--- src/rtl/disp_addr_pkg.sv ---
package disp_addr_pkg;

   typedef enum logic {
      ORDER_COL_FIRST  = 1'b0,
      ORDER_BANK_FIRST = 1'b1
   } step_order_e;

   function automatic int unsigned span_bits(input int unsigned n);
      return (n <= 1) ? 1 : $clog2(n);
   endfunction

endpackage

--- src/rtl/wrap_field.sv ---
module wrap_field #(
   parameter int W    = 7,
   parameter int LAST = 100
) (
   input  logic         clk,
   input  logic         rst_n,
   input  logic         load,
   input  logic [W-1:0] load_val,
   input  logic         step,
   output logic [W-1:0] value,
   output logic         at_last
);

   localparam logic [W-1:0] LAST_V = W'(LAST);

   generate
      if (LAST >= (1 << W)) begin : g_bad_width
         $error("wrap_field: LAST does not fit in W bits");
      end
      if (LAST < 1) begin : g_bad_last
         $error("wrap_field: LAST must be at least 1");
      end
   endgenerate

   logic [W-1:0] nxt;

   assign at_last = (value == LAST_V);

   always_comb begin
      nxt = value;
      if (load)
         nxt = (load_val > LAST_V) ? '0 : load_val;
      else if (step)
         nxt = at_last ? '0 : W'(value + 1'b1);
   end

   always_ff @(posedge clk or negedge rst_n) begin
      if (!rst_n) value <= '0;
      else        value <= nxt;
   end

   p_in_range_r2: assert property (@(posedge clk) disable iff (!rst_n)
      value <= LAST_V);

   p_load_clamp_r3: assert property (@(posedge clk) disable iff (!rst_n)
      (load && load_val > LAST_V) |=> (value == '0));

   p_step_wrap_r7: assert property (@(posedge clk) disable iff (!rst_n)
      (step && !load && at_last) |=> (value == '0));

   p_step_inc_r5: assert property (@(posedge clk) disable iff (!rst_n)
      (step && !load && !at_last) |=> (value == W'($past(value) + 1'b1)));

   p_hold_r8: assert property (@(posedge clk) disable iff (!rst_n)
      (!step && !load) |=> $stable(value));

endmodule

--- src/rtl/flat_addr.sv ---
module flat_addr #(
   parameter int COL_W     = 7,
   parameter int BANK_W    = 3,
   parameter int ADDR_W    = 9,
   parameter int COLS      = 101,
   parameter int BANKS     = 5,
   parameter bit USE_TABLE = 1'b1
) (
   input  logic [COL_W-1:0]  col,
   input  logic [BANK_W-1:0] bank,
   output logic [ADDR_W-1:0] addr
);

   generate
      if (COLS * BANKS > (1 << ADDR_W)) begin : g_bad_addr
         $error("flat_addr: ADDR_W too narrow for COLS*BANKS");
      end
   endgenerate

   logic [ADDR_W-1:0] base;

   generate
      if (USE_TABLE) begin : g_table
         logic [ADDR_W-1:0] base_tab [BANKS];
         for (genvar b = 0; b < BANKS; b++) begin : g_base
            assign base_tab[b] = ADDR_W'(b * COLS);
         end
         always_comb begin
            base = '0;
            for (int i = 0; i < BANKS; i++)
               if (bank == BANK_W'(i)) base = base_tab[i];
         end
      end else begin : g_mult
         assign base = ADDR_W'(ADDR_W'(bank) * ADDR_W'(COLS));
      end
   endgenerate

   assign addr = ADDR_W'(base + ADDR_W'(col));

endmodule

--- src/rtl/wr_stage.sv ---
module wr_stage #(
   parameter int ADDR_W = 9,
   parameter int DATA_W = 8
) (
   input  logic              clk,
   input  logic              rst_n,
   input  logic              req,
   input  logic [ADDR_W-1:0] addr_in,
   input  logic [DATA_W-1:0] data_in,
   output logic              we,
   output logic [ADDR_W-1:0] addr_out,
   output logic [DATA_W-1:0] data_out
);

   always_ff @(posedge clk or negedge rst_n) begin
      if (!rst_n) begin
         we       <= 1'b0;
         addr_out <= '0;
         data_out <= '0;
      end else begin
         we <= req;
         if (req) begin
            addr_out <= addr_in;
            data_out <= data_in;
         end
      end
   end

   p_we_follows_r4: assert property (@(posedge clk) disable iff (!rst_n)
      req |=> (we && addr_out == $past(addr_in) && data_out == $past(data_in)));

   p_we_idle_r8: assert property (@(posedge clk) disable iff (!rst_n)
      !req |=> !we);

endmodule

--- src/rtl/disp_addr_ctr.sv ---
module disp_addr_ctr
   import disp_addr_pkg::*;
#(
   parameter int COLS      = 101,
   parameter int BANKS     = 5,
   parameter int COL_W     = 7,
   parameter int BANK_W    = 3,
   parameter int DATA_W    = 8,
   parameter bit USE_TABLE = 1'b1,
   localparam int ADDR_W   = span_bits(COLS * BANKS)
) (
   input  logic              clk,
   input  logic              rst_n,
   input  logic              ld_col,
   input  logic [COL_W-1:0]  col_in,
   input  logic              ld_bank,
   input  logic [BANK_W-1:0] bank_in,
   input  logic              step_dir,
   input  logic              wr_req,
   input  logic [DATA_W-1:0] wr_data,
   output logic              mem_we,
   output logic [ADDR_W-1:0] mem_addr,
   output logic [DATA_W-1:0] mem_data,
   output logic [COL_W-1:0]  cur_col,
   output logic [BANK_W-1:0] cur_bank
);

   localparam int COL_LAST  = COLS - 1;
   localparam int BANK_LAST = BANKS - 1;

   generate
      if (COLS < 2 || BANKS < 2) begin : g_bad_dims
         $error("disp_addr_ctr: need at least two columns and two banks");
      end
   endgenerate

   step_order_e order;
   logic col_last, bank_last;
   logic col_step, bank_step;
   logic [ADDR_W-1:0] flat;

   assign order = step_order_e'(step_dir);

   always_comb begin
      col_step  = 1'b0;
      bank_step = 1'b0;
      if (wr_req) begin
         unique case (order)
            ORDER_COL_FIRST: begin
               col_step  = 1'b1;
               bank_step = col_last;
            end
            ORDER_BANK_FIRST: begin
               bank_step = 1'b1;
               col_step  = bank_last;
            end
         endcase
      end
   end

   wrap_field #(.W(COL_W), .LAST(COL_LAST)) u_col (
      .clk(clk), .rst_n(rst_n), .load(ld_col), .load_val(col_in),
      .step(col_step), .value(cur_col), .at_last(col_last)
   );

   wrap_field #(.W(BANK_W), .LAST(BANK_LAST)) u_bank (
      .clk(clk), .rst_n(rst_n), .load(ld_bank), .load_val(bank_in),
      .step(bank_step), .value(cur_bank), .at_last(bank_last)
   );

   flat_addr #(
      .COL_W(COL_W), .BANK_W(BANK_W), .ADDR_W(ADDR_W),
      .COLS(COLS), .BANKS(BANKS), .USE_TABLE(USE_TABLE)
   ) u_flat (
      .col(cur_col), .bank(cur_bank), .addr(flat)
   );

   wr_stage #(.ADDR_W(ADDR_W), .DATA_W(DATA_W)) u_wr (
      .clk(clk), .rst_n(rst_n), .req(wr_req), .addr_in(flat), .data_in(wr_data),
      .we(mem_we), .addr_out(mem_addr), .data_out(mem_data)
   );

   p_corner_wrap_r7: assert property (@(posedge clk) disable iff (!rst_n)
      (wr_req && !ld_col && !ld_bank && col_last && bank_last)
      |=> (cur_col == '0 && cur_bank == '0));

   p_col_first_carry_r5: assert property (@(posedge clk) disable iff (!rst_n)
      (wr_req && !step_dir && !ld_col && !ld_bank && col_last && !bank_last)
      |=> (cur_col == '0 && cur_bank == BANK_W'($past(cur_bank) + 1'b1)));

   p_bank_first_carry_r6: assert property (@(posedge clk) disable iff (!rst_n)
      (wr_req && step_dir && !ld_col && !ld_bank && bank_last && !col_last)
      |=> (cur_bank == '0 && cur_col == COL_W'($past(cur_col) + 1'b1)));

   p_addr_range_r4: assert property (@(posedge clk) disable iff (!rst_n)
      mem_we |-> (mem_addr < ADDR_W'(COLS * BANKS)));

endmodule

--- config.mk ---
export PLATFORM = sky130hd
export DESIGN_NAME = disp_addr_ctr
export DESIGN_NICKNAME = d
export VERILOG_FILES = /design/src/rtl/disp_addr_pkg.sv /design/src/rtl/wrap_field.sv /design/src/rtl/flat_addr.sv /design/src/rtl/wr_stage.sv /design/src/rtl/disp_addr_ctr.sv
export SDC_FILE = /design/constraint.sdc
export NUM_CORES = 1
export LEC_CHECK = 0
export ABC_AREA = 1
export BUFFER_PORTS_ARGS = -buffer_cell sky130_fd_sc_hd__buf_2
export CAP_MARGIN = 20
export CORE_MARGIN = 4
export CORE_UTILIZATION = 55
export CTS_BUF_LIST = sky130_fd_sc_hd__clkbuf_8
export CTS_CLUSTER_SIZE = 8
export DETAILED_ROUTE_END_ITERATION = 12
export HOLD_SLACK_MARGIN = 0.06
export PLACE_DENSITY = 0.84
export SETUP_SLACK_MARGIN = 0.5
export SLEW_MARGIN = 5
export SYNTH_ARGS = -nofsm -noshare
export SYNTH_HDL_FRONTEND = slang
export SYNTH_SLANG_ARGS = --single-unit
--- constraint.sdc ---
create_clock -name clk -period 3.2 [get_ports clk]
set_input_delay 0.48 -clock clk [delete_from_list [all_inputs] [get_ports clk]]
set_output_delay 0.48 -clock clk [all_outputs]
set_load 0.005 [all_outputs]
== Yosys cells after proc, flatten, opt, wreduce, memory -nomap -nowiden ==
Index checks and enable logic that the tools add are counted.
Storage, ports and cells
  logic and storage cells: 34
  output and inout port bits: 28
  input port bits: 24
  register bits after elaboration: 28
Cells by class
  magnitude comparators: 2
  add/sub/neg operators: 3
  eq/ne operators: 5
  bitwise gates (word level): 1
  mux-type cells: 16
  reductions and logical operators: 2
Operator list (number)
  7-bit two-way mux: 5
  9-bit two-way mux: 2
  3-bit two-way mux: 4
  9-bit by 7-bit adder with 9-bit output: 1
  8-bit two-way mux: 1
  7-bit by 1-bit adder with 7-bit output, second input constant: 1
  7-bit equality test, second input constant: 1
  7-bit greater-than comparator, second input constant: 1
  3-bit by 2-bit equality test with 1-bit output, second input constant: 2
  1-bit one-hot mux with 2 select lines: 2
  2-bit nonzero test: 2
  3-bit by 1-bit adder with 3-bit output, second input constant: 1
  3-bit by 1-bit equality test with 1-bit output, second input constant: 1
  3-bit equality test, second input constant: 1
  3-bit greater-than comparator, second input constant: 1
  1-bit two-way mux: 2
  1-bit NOT: 1

== Logic depth before layout (Yosys ltp) ==
  depth in word-level cells: 6
  gate-level depth with buffers: 17

== By module ==
Synthesis repeated with hierarchy kept, for this count alone.
Unflattened totals
  cells, all modules: 284
  area, all modules: 1981.9 um2
Modules (own cells, without submodules)
  wr_stage: instances 1, cells an instance 73, area each 705.7 um2
  wrap_field (u_col): instances 1, cells an instance 89, area each 589.3 um2
  flat_addr: instances 1, cells an instance 81, area each 432.9 um2
  wrap_field (u_bank): instances 1, cells an instance 36, area each 234.0 um2
  disp_addr_ctr: instances 1, cells an instance 5, area each 20.0 um2

== Worst setup path after synthesis ==
OpenSTA, ideal clock, no wires.
  path kind: reg-to-reg
  start: register u_bank.value[0]
  end: register u_wr.addr_out[6]
  path slack: 1.014 ns
  path buffers: 0
  cell stages (with the launch flop): 15
  setup time: 0.123 ns
  period minus slack after synthesis: 2.186 ns
  arrival time: 2.062 ns
  cells stage by stage: dfrtp_1 > ha_1 > ha_1 > inv_2 > nand2_4 > nand2_4 > nor2_1 > fa_1 > nand2_1 > o21ai_1 > nand2_1 > nand3_1 > nand2_1 > xor2_1 > o21ai_1
On the way
  word-level cells in the longest chain between the ends: 6
  elaborated cells on any way between the ends: 9
  those cells by class: add/sub (1); eq/ne (4); mux (4)
RTL lines
  start: declaration: RTL line wrap_field.sv:10  | output logic [W-1:0] value,
  start signal: assignment: RTL line wrap_field.sv:39  | else value <= nxt;
  3-bit by 1-bit equality test with 1-bit output: RTL line flat_addr.sv:31  | if (bank == BANK_W'(i)) base = base_tab[i];
  7-bit two-way mux: RTL line flat_addr.sv:31
  8-bit two-way mux: RTL line flat_addr.sv:31
  9-bit two-way mux: RTL line flat_addr.sv:31
  9-bit two-way mux *: RTL line flat_addr.sv:31
  9-bit by 7-bit adder with 9-bit output *: RTL line flat_addr.sv:38  | assign addr = ADDR_W'(base + ADDR_W'(col));
  end signal: assignment: RTL line wr_stage.sv:23  | addr_out <= addr_in;
  end: declaration: RTL line wr_stage.sv:11  | output logic [ADDR_W-1:0] addr_out,
Mark *: on every way between the ends. The rest lies on a longest branch, timed or not.
A chain may end at the register's enable or synchronous reset.

== Final worst setup path ==
  start: register u_bank.value[0]
  end: register u_wr.addr_out[8]
The elaborated chain is that of the path after synthesis.

==> flow_summary.ini <==
[placed_design]
hpwlAfterDp_microns = 3260
postPlaceCellArea_sq_mm = 0.00217
globalplace.congestion = 0.911
numPortBuffers = 51

[floorplan]
rows = 21
fp.dieH_microns = 66.7
start_util = 0.568
die_area_sq_mm = 0.00445
io_pins = 52
core_sq_mm = 0.00334
die_w_microns = 66.7

[logic_synthesis]
synth-compound-area-share = 0.0937
synth_area_leader_cell = dfrtp_1
ys_warn_count = 0
synth.distinct_cells = 30
synthSimpleGateAreaFrac = 0.346
ys_ff_latch = 28
synth_area_leaders = dfrtp_1 37%, nand2_1 13%, ha_1 7.9%, nand3_1 6.3%, inv_1 4.8%
syn_inst = 245
synth_top_family_by_area = simple AND/OR/NAND/NOR gates
synth_xor_area_frac = 0.0231
synthMuxAreaShare = 0
synthesis.nets = 282
synthAdderAreaFrac = 0.0898
seq_area_frac_synth = 0.370
synth_top_area_frac = 0.370
avgSynthCellArea_sq_um = 7.74
syn_area_sq_mm = 0.00190

[sta]
period_needed_ns = 2.37
slew_headroom = 0.598
drv_slew = 0
finClkSkew_ns = 0.00406
setup_viol = 0
worstMarginPinSlew_ns = 0.604
rsz0062_at_grt = false
min_period_over_period = 0.742
fin_setup_tns_ns = 0
finalHoldViolCount = 0
fmax_mhz = 421

[clock_network]
clkTransAtPathRegs_ns = 0.10
clkLatencyLatePin_ns = 0.27
cts_tree = yes
clockRootBuffer = clkbuf_8
cts_setup_buffers = 0
htree_levels = 1
cts.path.max_buffers = 2
cts_buffers = 3
clkSinkCount = 28

[job]
max-cap-violations = 0

[setup_path]
worstPathArrival_ns = 2.55
crit_path_max_fanout = 5
cp.required_ns = 3.37
cpPeakStageDelay_ns = 0.42
r2r_setup_slack_ns = 0.83
startpoint_type = register
cpMostUsedCell = nand2_1
cp_slowest_cell = dfrtp_1
r2r-end = u_wr.addr_out[8]
cp-end-kind = register
crit_chain = inv_1 > ha_1 > inv_1 > nand3_4 > nand2_4 > nand2_4 > nor2_1 > fa_1 > nand2_1 > o21ai_1 > nand2_1 > nor2_2 > nand2_1 > nand3_1 > nand2_1 > nand3_1 > nand2_1
ff2ff_path_depth = 17
startpoint = u_bank.value[0]
timing.rr.start = u_bank.value[0]
criticalPathCategory = reg -> reg
critical_path.endpoint = u_wr.addr_out[8]

[pwr]
leakage_nw = 1.23
power_density_mw_per_mm2 = 611
ir_drop_mv = 0.255

[worst_hold_path]
hold_path_class = in -> async

[layout]
syn_to_final_growth_pct = 18.3
n_fill_cell = 301
layout.nets = 332
drive_gt1_frac = 0.282
final_area_sq_mm = 0.00224
utilization = 0.672
diodes = 0

[global_route]
gr-total-overflow = 0
grt_usage = 0.204
grt_pass1_wl_microns = 7150
grt_max_degree = 29
grt_pass1_vias = 1667
antenna_found_initial = 0

[drt]
dr_total_vias = 1733
ant_nets = 0
wire_per_inst_microns = 12.3
vias_per_cell = 5.10
wirelength_microns = 4190
drtIter0Drc = 82
firstDrtPassIters = 4
drc = 0

[run_status]
status = finished clean
-- Yosys cell counts --
| master | n |
|---|---|
| nand4_1 | 6 |
| nand3_1 | 24 |
| o21ai_1 | 3 |
| ha_1 | 12 |
| nor3_2 | 1 |
| nand2_4 | 5 |
| nor2_1 | 14 |
| o22ai_1 | 1 |
| inv_2 | 4 |
| nand2_1 | 68 |
| o211ai_2 | 1 |
| buf_6 | 2 |
| a21oi_1 | 6 |
| buf_2 | 1 |
| fa_1 | 1 |
| xnor2_1 | 1 |
| dfrtp_1 | 28 |
| nor2_2 | 3 |
| xor2_1 | 4 |
| nand2_2 | 6 |
| clkbuf_1 | 3 |
| nand3_2 | 2 |
| inv_1 | 24 |
| o21ai_2 | 1 |
| o21ai_0 | 12 |
| o31ai_1 | 1 |
| clkinv_1 | 1 |
| a31oi_1 | 6 |
| nand3_4 | 2 |
| or2_2 | 2 |
-- metal layers --
metal  vias up  share of wire  track usage
met5         -              0            0
li1        900              -            -
met4         0          0.011       0.0533
met2        42           0.48        0.361
met1       785           0.46        0.264
met3         6          0.048       0.0202
-- worst max-delay path, delay by kind of cell (launching register included) --
kind,cells,cell delay (ns)
flip-flops,1,0.42
AO/OA/AOI/OAI,1,0.17
buffers and inverters,2,0.19
AND/OR/NAND/NOR,12,1.03
adder cells (fa/ha/maj),2,0.45
-- power breakdown --
part | total [mW] | internal, mW | switching [mW]
clock | 0.277 | 0.167 | 0.109
combinational | 0.588 | 0.241 | 0.346
sequential | 0.507 | 0.434 | 0.0721
-- layout make-up --
| cell class | count | area, sq um | area share |
|---|---|---|---|
| Clock inverter | 1 | 30.0 | 0.0134 |
| Clock buffer | 3 | 41.3 | 0.0184 |
| Multi-Input combinational cell | 182 | 1050 | 0.468 |
| Sequential cell | 28 | 701 | 0.312 |
| Tap cell | 46 | 57.6 | 0.0257 |
| Inverter | 29 | 109 | 0.0485 |
| Timing Repair Buffer | 51 | 255 | 0.114 |
-- what timing repair did --
action                                 in CTS  in global routing
gates resized for setup                     0                  1
hold buffers                                0                  0
endpoints found under the hold margin       0                  0
setup endpoints to repair                   0                  1
-- worst min path at each step --
stage,from,endpoint,slack (ns),depth (start not counted)
4_1_cts,rst_n,u_wr.addr_out[7],0.22,1
5_1_grt,rst_n,u_wr.addr_out[1],0.26,1
2_1_floorplan,rst_n,u_bank.value[0],0.18,0
3_5_place_dp,u_wr.data_out[7],u_wr.data_out[7],0.45,2
6_report,rst_n,u_wr.addr_out[7],0.20,1
3_3_place_gp,u_wr.data_out[7],u_wr.data_out[7],0.45,2
-- placed cells by master, fill, tap and decap left out, drive strengths merged --
master  netlist  final
a21oi         6      6
a31oi         6      6
buf           3     51
bufinv        0      1
clkbuf        3      3
clkinv        1      1
dfrtp        28     28
fa            1      1
ha           12     12
inv          28     28
nand2        79     79
nand3        28     28
nand4         6      6
nor2         17     17
nor3          1      1
o211ai        1      1
o21ai        16     16
o22ai         1      1
o31ai         1      1
or2           2      2
xnor2         1      1
xor2          4      4
-- state kept, by name, indices dropped and copies added, names as in the netlist --
signal and cells:
u_wr.addr_out 9, u_wr.data_out 8, u_bank.value 3, u_wr.we 1, u_col.value 7
-- metrics by stage --
stage / power (mW) / hold WS [ns] / cells / setup slack [ns]
after global routing: 1.49 / 0.255 / 340 / 0.570
after floorplan: 0.916 / 0.184 / 245 / 1.01
after CTS: 1.38 / 0.223 / 340 / 0.698
final: 1.37 / 0.202 / 340 / 0.827
after detailed placement: 1.10 / 0.454 / 336 / 0.719
after global placement: 1.08 / 0.448 / 336 / 0.827
-- cells by family after synthesis --
family | count (synthesis)
fa+ha+maj | 13
simple gates | 133
xor+xnor | 5
flops | 28
compound gates | 31
buf+inv | 35
No activity file was read; power rests on OpenSTA's default activity.
